## src/rtl/clk_mode_seq.sv

```systemverilog
module clk_mode_seq (
  input  logic       clk,
  input  logic       rst_n,
  input  logic       wr_en,
  input  logic [8:0] wr_data,
  input  logic       main_ok,
  input  logic       sub_ok,
  input  logic       pll_lock,
  input  logic       pll_hi,
  output logic [8:0] ctrl_rd,
  output logic [1:0] src_sel,
  output logic [2:0] div_exp,
  output logic       wait_sel,
  output logic       wr_err
);
  localparam int B_D8 = 0, B_SUB = 3, B_RING = 4, B_PLL = 5, B_WAIT = 6, B_OSD = 7, B_LP = 8;
  localparam logic [8:0] RST_WORD = 9'h001;
  localparam logic [1:0] S_MAIN = 2'd0, S_PLL = 2'd1, S_SUB = 2'd2, S_RING = 2'd3;

  logic [8:0] cq;
  logic       err_q;

  function automatic logic [1:0] src_of(input logic [8:0] x);
    if (x[B_PLL])       return S_PLL;
    else if (x[B_SUB])  return S_SUB;
    else if (x[B_RING]) return S_RING;
    else                return S_MAIN;
  endfunction

  function automatic logic [2:0] exp_of(input logic [8:0] x);
    if (x[B_PLL] || x[B_SUB]) return 3'd0;
    if (x[B_D8])              return 3'd3;
    case (x[2:1])
      2'b00:   return 3'd0;
      2'b01:   return 3'd1;
      2'b10:   return 3'd2;
      default: return 3'd4;
    endcase
  endfunction

  wire [8:0] n = wr_data;
  wire [1:0] src_c = src_of(cq);
  wire [1:0] src_n = src_of(n);
  wire       hs_c  = (cq[5:0] == 6'd0);
  wire       hs_n  = (n[5:0] == 6'd0);
  wire       mid_ratio = (n[2:1] == 2'b01) || (n[2:1] == 2'b10);

  wire bad_form = (n[B_SUB] & n[B_RING])
                | (n[B_PLL] & (n[4:0] != 5'd0))
                | (n[B_LP] & ~n[B_RING])
                | (n[B_LP] & ~n[B_D8] & mid_ratio);
  wire cfg_chg  = ({n[B_LP], n[5:0]} != {cq[B_LP], cq[5:0]});
  wire bad_osd  = cq[B_OSD] & cfg_chg;
  wire bad_pin  = ~cq[B_PLL] & n[B_PLL] & (~hs_c | ~pll_lock | (pll_hi & ~cq[B_WAIT]));
  wire bad_pout = cq[B_PLL] & ~n[B_PLL] & ~hs_n;
  wire bad_wait = (cq[B_PLL] | n[B_PLL]) & pll_hi & ~n[B_WAIT];
  wire bad_ring = cq[B_RING] & ~n[B_RING] & ~cq[B_D8];
  wire bad_d8   = cq[B_D8] & ~n[B_D8] & (n[2:1] != cq[2:1]);
  wire bad_main = (src_n == S_MAIN) & (src_c != S_MAIN) & ~main_ok;
  wire bad_sub  = (src_n == S_SUB) & (src_c != S_SUB) & ~sub_ok;
  wire reject   = bad_form | bad_osd | bad_pin | bad_pout | bad_wait
                | bad_ring | bad_d8 | bad_main | bad_sub;

  always_ff @(posedge clk or negedge rst_n) begin
    if (!rst_n) begin
      cq    <= RST_WORD;
      err_q <= 1'b0;
    end else begin
      err_q <= wr_en & reject;
      if (wr_en && !reject) cq <= n;
    end
  end

  assign ctrl_rd  = cq;
  assign src_sel  = src_c;
  assign div_exp  = exp_of(cq);
  assign wait_sel = cq[B_WAIT];
  assign wr_err   = err_q;

  AST_ERR_NEEDS_WRITE: assert property (@(posedge clk) disable iff (!rst_n) wr_err |-> $past(wr_en));
  AST_ERR_HOLDS_WORD:  assert property (@(posedge clk) disable iff (!rst_n) wr_err |-> $stable(ctrl_rd));
  AST_PLL_ENTRY:       assert property (@(posedge clk) disable iff (!rst_n)
                         $rose(src_sel == S_PLL) |-> ($past(src_sel) == S_MAIN && $past(div_exp) == 3'd0));
  AST_PLL_EXIT:        assert property (@(posedge clk) disable iff (!rst_n)
                         $fell(src_sel == S_PLL) |-> (src_sel == S_MAIN && div_exp == 3'd0));
  AST_WAIT_ORDER:      assert property (@(posedge clk) disable iff (!rst_n)
                         $fell(wait_sel) |-> !($past(pll_hi) && ($past(src_sel) == S_PLL || src_sel == S_PLL)));
  AST_RING_EXIT:       assert property (@(posedge clk) disable iff (!rst_n)
                         ($past(src_sel) == S_RING && src_sel != S_RING) |-> $past(div_exp) == 3'd3);
  AST_OSD_LOCK:        assert property (@(posedge clk) disable iff (!rst_n)
                         $past(ctrl_rd[B_OSD]) |-> ($stable(ctrl_rd[5:0]) && $stable(ctrl_rd[B_LP])));
  AST_LP_RATIOS:       assert property (@(posedge clk) disable iff (!rst_n)
                         ctrl_rd[B_LP] |-> (div_exp != 3'd1 && div_exp != 3'd2));
endmodule

```

## config.mk

```make
export PLATFORM = sky130hd
export DESIGN_NAME = clk_mode_seq
export DESIGN_NICKNAME = d
export VERILOG_FILES = /design/src/rtl/clk_mode_seq.sv
export SDC_FILE = /design/constraint.sdc
export NUM_CORES = 1
export LEC_CHECK = 0
export ABC_AREA = 1
export BUFFER_PORTS_ARGS = -buffer_cell sky130_fd_sc_hd__buf_2
export CORE_ASPECT_RATIO = 1.75
export CORE_UTILIZATION = 35
export DETAILED_ROUTE_END_ITERATION = 6
export SYNTH_ARGS = -nofsm -noshare
export SYNTH_HDL_FRONTEND = slang
export SYNTH_SLANG_ARGS = --single-unit
```

## constraint.sdc

```tcl
create_clock -name clk -period 1.55 [get_ports clk]
set_input_delay 0.155 -clock clk [delete_from_list [all_inputs] [get_ports clk]]
set_output_delay 0.155 -clock clk [all_outputs]
set_load 0.03 [all_outputs]
```

==> results.toml <==
[run_status]
outcome = "complete, but fails checks"
failed_checks = "negative setup slack"

[pwr]
p_sw_share_pct = 51.7
peakVddDrop_v = 0.000868
p_comb_share_pct = 68.0
p_seq_share_pct = 19.9
p_sw_uw = 1360
leakage_uw = 0.000797
internal-power_uw = 1270
p_clk_share_pct = 12.1
cellPowerDensity_nw_per_um2 = 1840

[timing]
fin_crit_sh_pct = 106
worstMarginPinSlew_ps = 332
finalSetupViolCount = 10
timing.hold.ws_ps = 137
rsz0062_at_grt = "true"
slew_headroom_pct = 77.8
clock_skew_ps = 2.52
report.final.slew_viol_count = 0
setup_slack_ps = -85.5
finalHoldViolations = 0
max_freq_ghz = 0.611
layout_min_cycle_time_ps = 1640

[cts]
clkTransAtPathRegs_ps = 50
root_buffer = "clkbuf_8"
clk-insertion-delay-late_ps = 230
cts_buffers = 3
cts_max_level = 1
cts_tree = "done"
cts_max_path_buffers = 2
clock_sinks = 10

[layout]
multi_input_area_um2 = 704
stdcell_count = 222
area_growth_pct = 51.5
regArea_um2 = 253
diodes = 0
final_common_cell = "nand2_1"
final_cell_mix = "nand2_1, buf_2, inv_1"
fin_nets = 218
nFillCells = 253
utilization_pct = 56.6
drive_gt1_share_pct = 42.3
design_area_um2 = 1430

[min_path]
whs_path_depth = 3
hold_path_end = "ctrl_rd[7]"
hold_start = "wr_data[7]"
hold_path.class = "input port to flop"

[place]
numPortBuffers = 31
placed_cell_area_um2 = 1300
gp_congestion = 0.804
dp_hpwl_um = 2260
dpl.cell_count = 215
dp_slack_ps = -179

[die]
start_util_pct = 37.4
core-area_um2 = 2520
die_area_um2 = 2920
pin_count = 32
die_w_um = 41.2
die_h_um = 70.7
fp-row-count = 24

[route]
viasPerCell = 4.71
dr.pass1.iters = 4
drc = 0
drt_wl_total_um = 2900
ant_nets = 0
vias = 1045
wl_per_cell_um = 13.1
initialDrtViolationCount = 23

[setup_path]
end_kind = "flop"
worstSetupStartpointType = "flop"
r2r_cells = 10
worstReg2RegStart = "ctrl_rd[5]"
r2r-end = "ctrl_rd[7]"
critPathRequiredTime_ps = 1720
crit_type = "flop to flop"
cp_max_fo = 5
arrival_ps = 1800
r2r_slack_ps = -90

[global_routing]
grtUsageMet3_pct = 0.940
first_global_vias = 1024
use_met2_pct = 40.6
grt_max_degree = 12
grt.overflow.total = 0
gr-max-usage-layer = "met2"
grt_antenna_before_repair = 0
track_usage_pct = 22.2
gr-usage-met1_pct = 25.8
grt_pass1_wl_um = 4530

[synthesis]
netlist_area_um2 = 943
ys_types = 26
netlist_instances = 146
synth_fp_nets = 167
synth.avg_cell_area_um2 = 6.46
synth_warnings = 0
ys_seq_area_share_pct = 26.7
ys_seq_elements = 10

[run]
drv_cap = 0
## how the worst max path moves through the flow
stage | from | to
2_1_floorplan | ctrl_rd[5] | ctrl_rd[1]
3_3_place_gp | ctrl_rd[5] | ctrl_rd[1]
3_5_place_dp | ctrl_rd[5] | ctrl_rd[1]
4_1_cts | ctrl_rd[5] | ctrl_rd[7]
5_1_grt | ctrl_rd[5] | ctrl_rd[7]
6_report | ctrl_rd[5] | ctrl_rd[7]
## sequential cells by signal (all words and copies together), names as in the netlist
signal and count:
wr_err 1, ctrl_rd 9
## worst max-delay path, cell delays in order (launching register included)
cell and delay, ps:
dfrtp_2 400, inv_2 80, ha_4 190, nand3b_1 150
nor2_1 110, nand3_2 90, nand2_4 90, nand2_4 80
nor2_4 220, nand3_2 90, nand2_1 60
## routing by layer
layer  vias up  share of wire, %
met5         -                 0
met4         0              0.65
met3         2               1.4
met2        17                58
met1       471                40
li1        555                 -
## cell usage after synthesis, drive strengths merged
library cell / instances / share of area (%)
inv: 22 / 8.8
nand2: 54 / 22
a21oi: 1 / 0.53
nand3b: 2 / 1.6
a211oi: 1 / 0.80
a21o: 1 / 0.80
nor2: 23 / 14
nand4: 2 / 2.0
ha: 5 / 6.6
nand3: 17 / 11
o21ai: 3 / 1.6
nor3: 1 / 0.53
buf: 2 / 1.3
xnor2: 1 / 0.93
dfstp: 1 / 2.8
nor4: 1 / 0.66
dfrtp: 9 / 24
## layout make-up
| cell class | instances | share of cell area (%) |
|---|---|---|
| Timing Repair Buffer | 47 | 21.1 |
| Clock buffer | 4 | 3.85 |
| Inverter | 22 | 5.78 |
| Multi-Input combinational cell | 113 | 49.3 |
| Sequential cell | 10 | 17.7 |
| Tap cell | 26 | 2.28 |
## cells by family (layout without fill, tap and decap cells)
family	count (synthesis)	count (layout)	share of synthesized area, %
AO/OA/AOI/OAI	6	6	3.71
XOR/XNOR	1	1	0.929
adder cells (fa/ha/maj)	5	5	6.63
buffers and inverters	24	73	10.1
flip-flops	10	10	26.7
AND/OR/NAND/NOR	100	101	52.0
## what timing repair did
| item | 4_1_cts | 5_1_grt |
|---|---|---|
| hold buffers | 1 | 0 |
| setup endpoints to repair | 13 | 13 |
| setup buffers | 1 | 0 |
| pin swaps | 10 | 7 |
| resized for setup | 6 | 8 |
| cloned | 1 | 0 |
| endpoints found under the hold margin | 9 | 0 |
## through the flow
| stage | setup TNS, ps | power (uW) |
|---|---|---|
| floorplan | -1070 | 1590 |
| global placement | -1140 | 2150 |
| detailed placement | -1390 | 2170 |
| CTS | -618 | 2580 |
| global route | -1670 | 2820 |
| finish | -572 | 2630 |
## power groups by stage
stage	clock (uW)	sequential, uW	combinational (uW)
global route	345	541	1940
floorplan	0	753	838
global placement	0	511	1630
detailed placement	0	511	1660
CTS	327	515	1740
finish	317	524	1790
(Power assumes the default switching activity.)
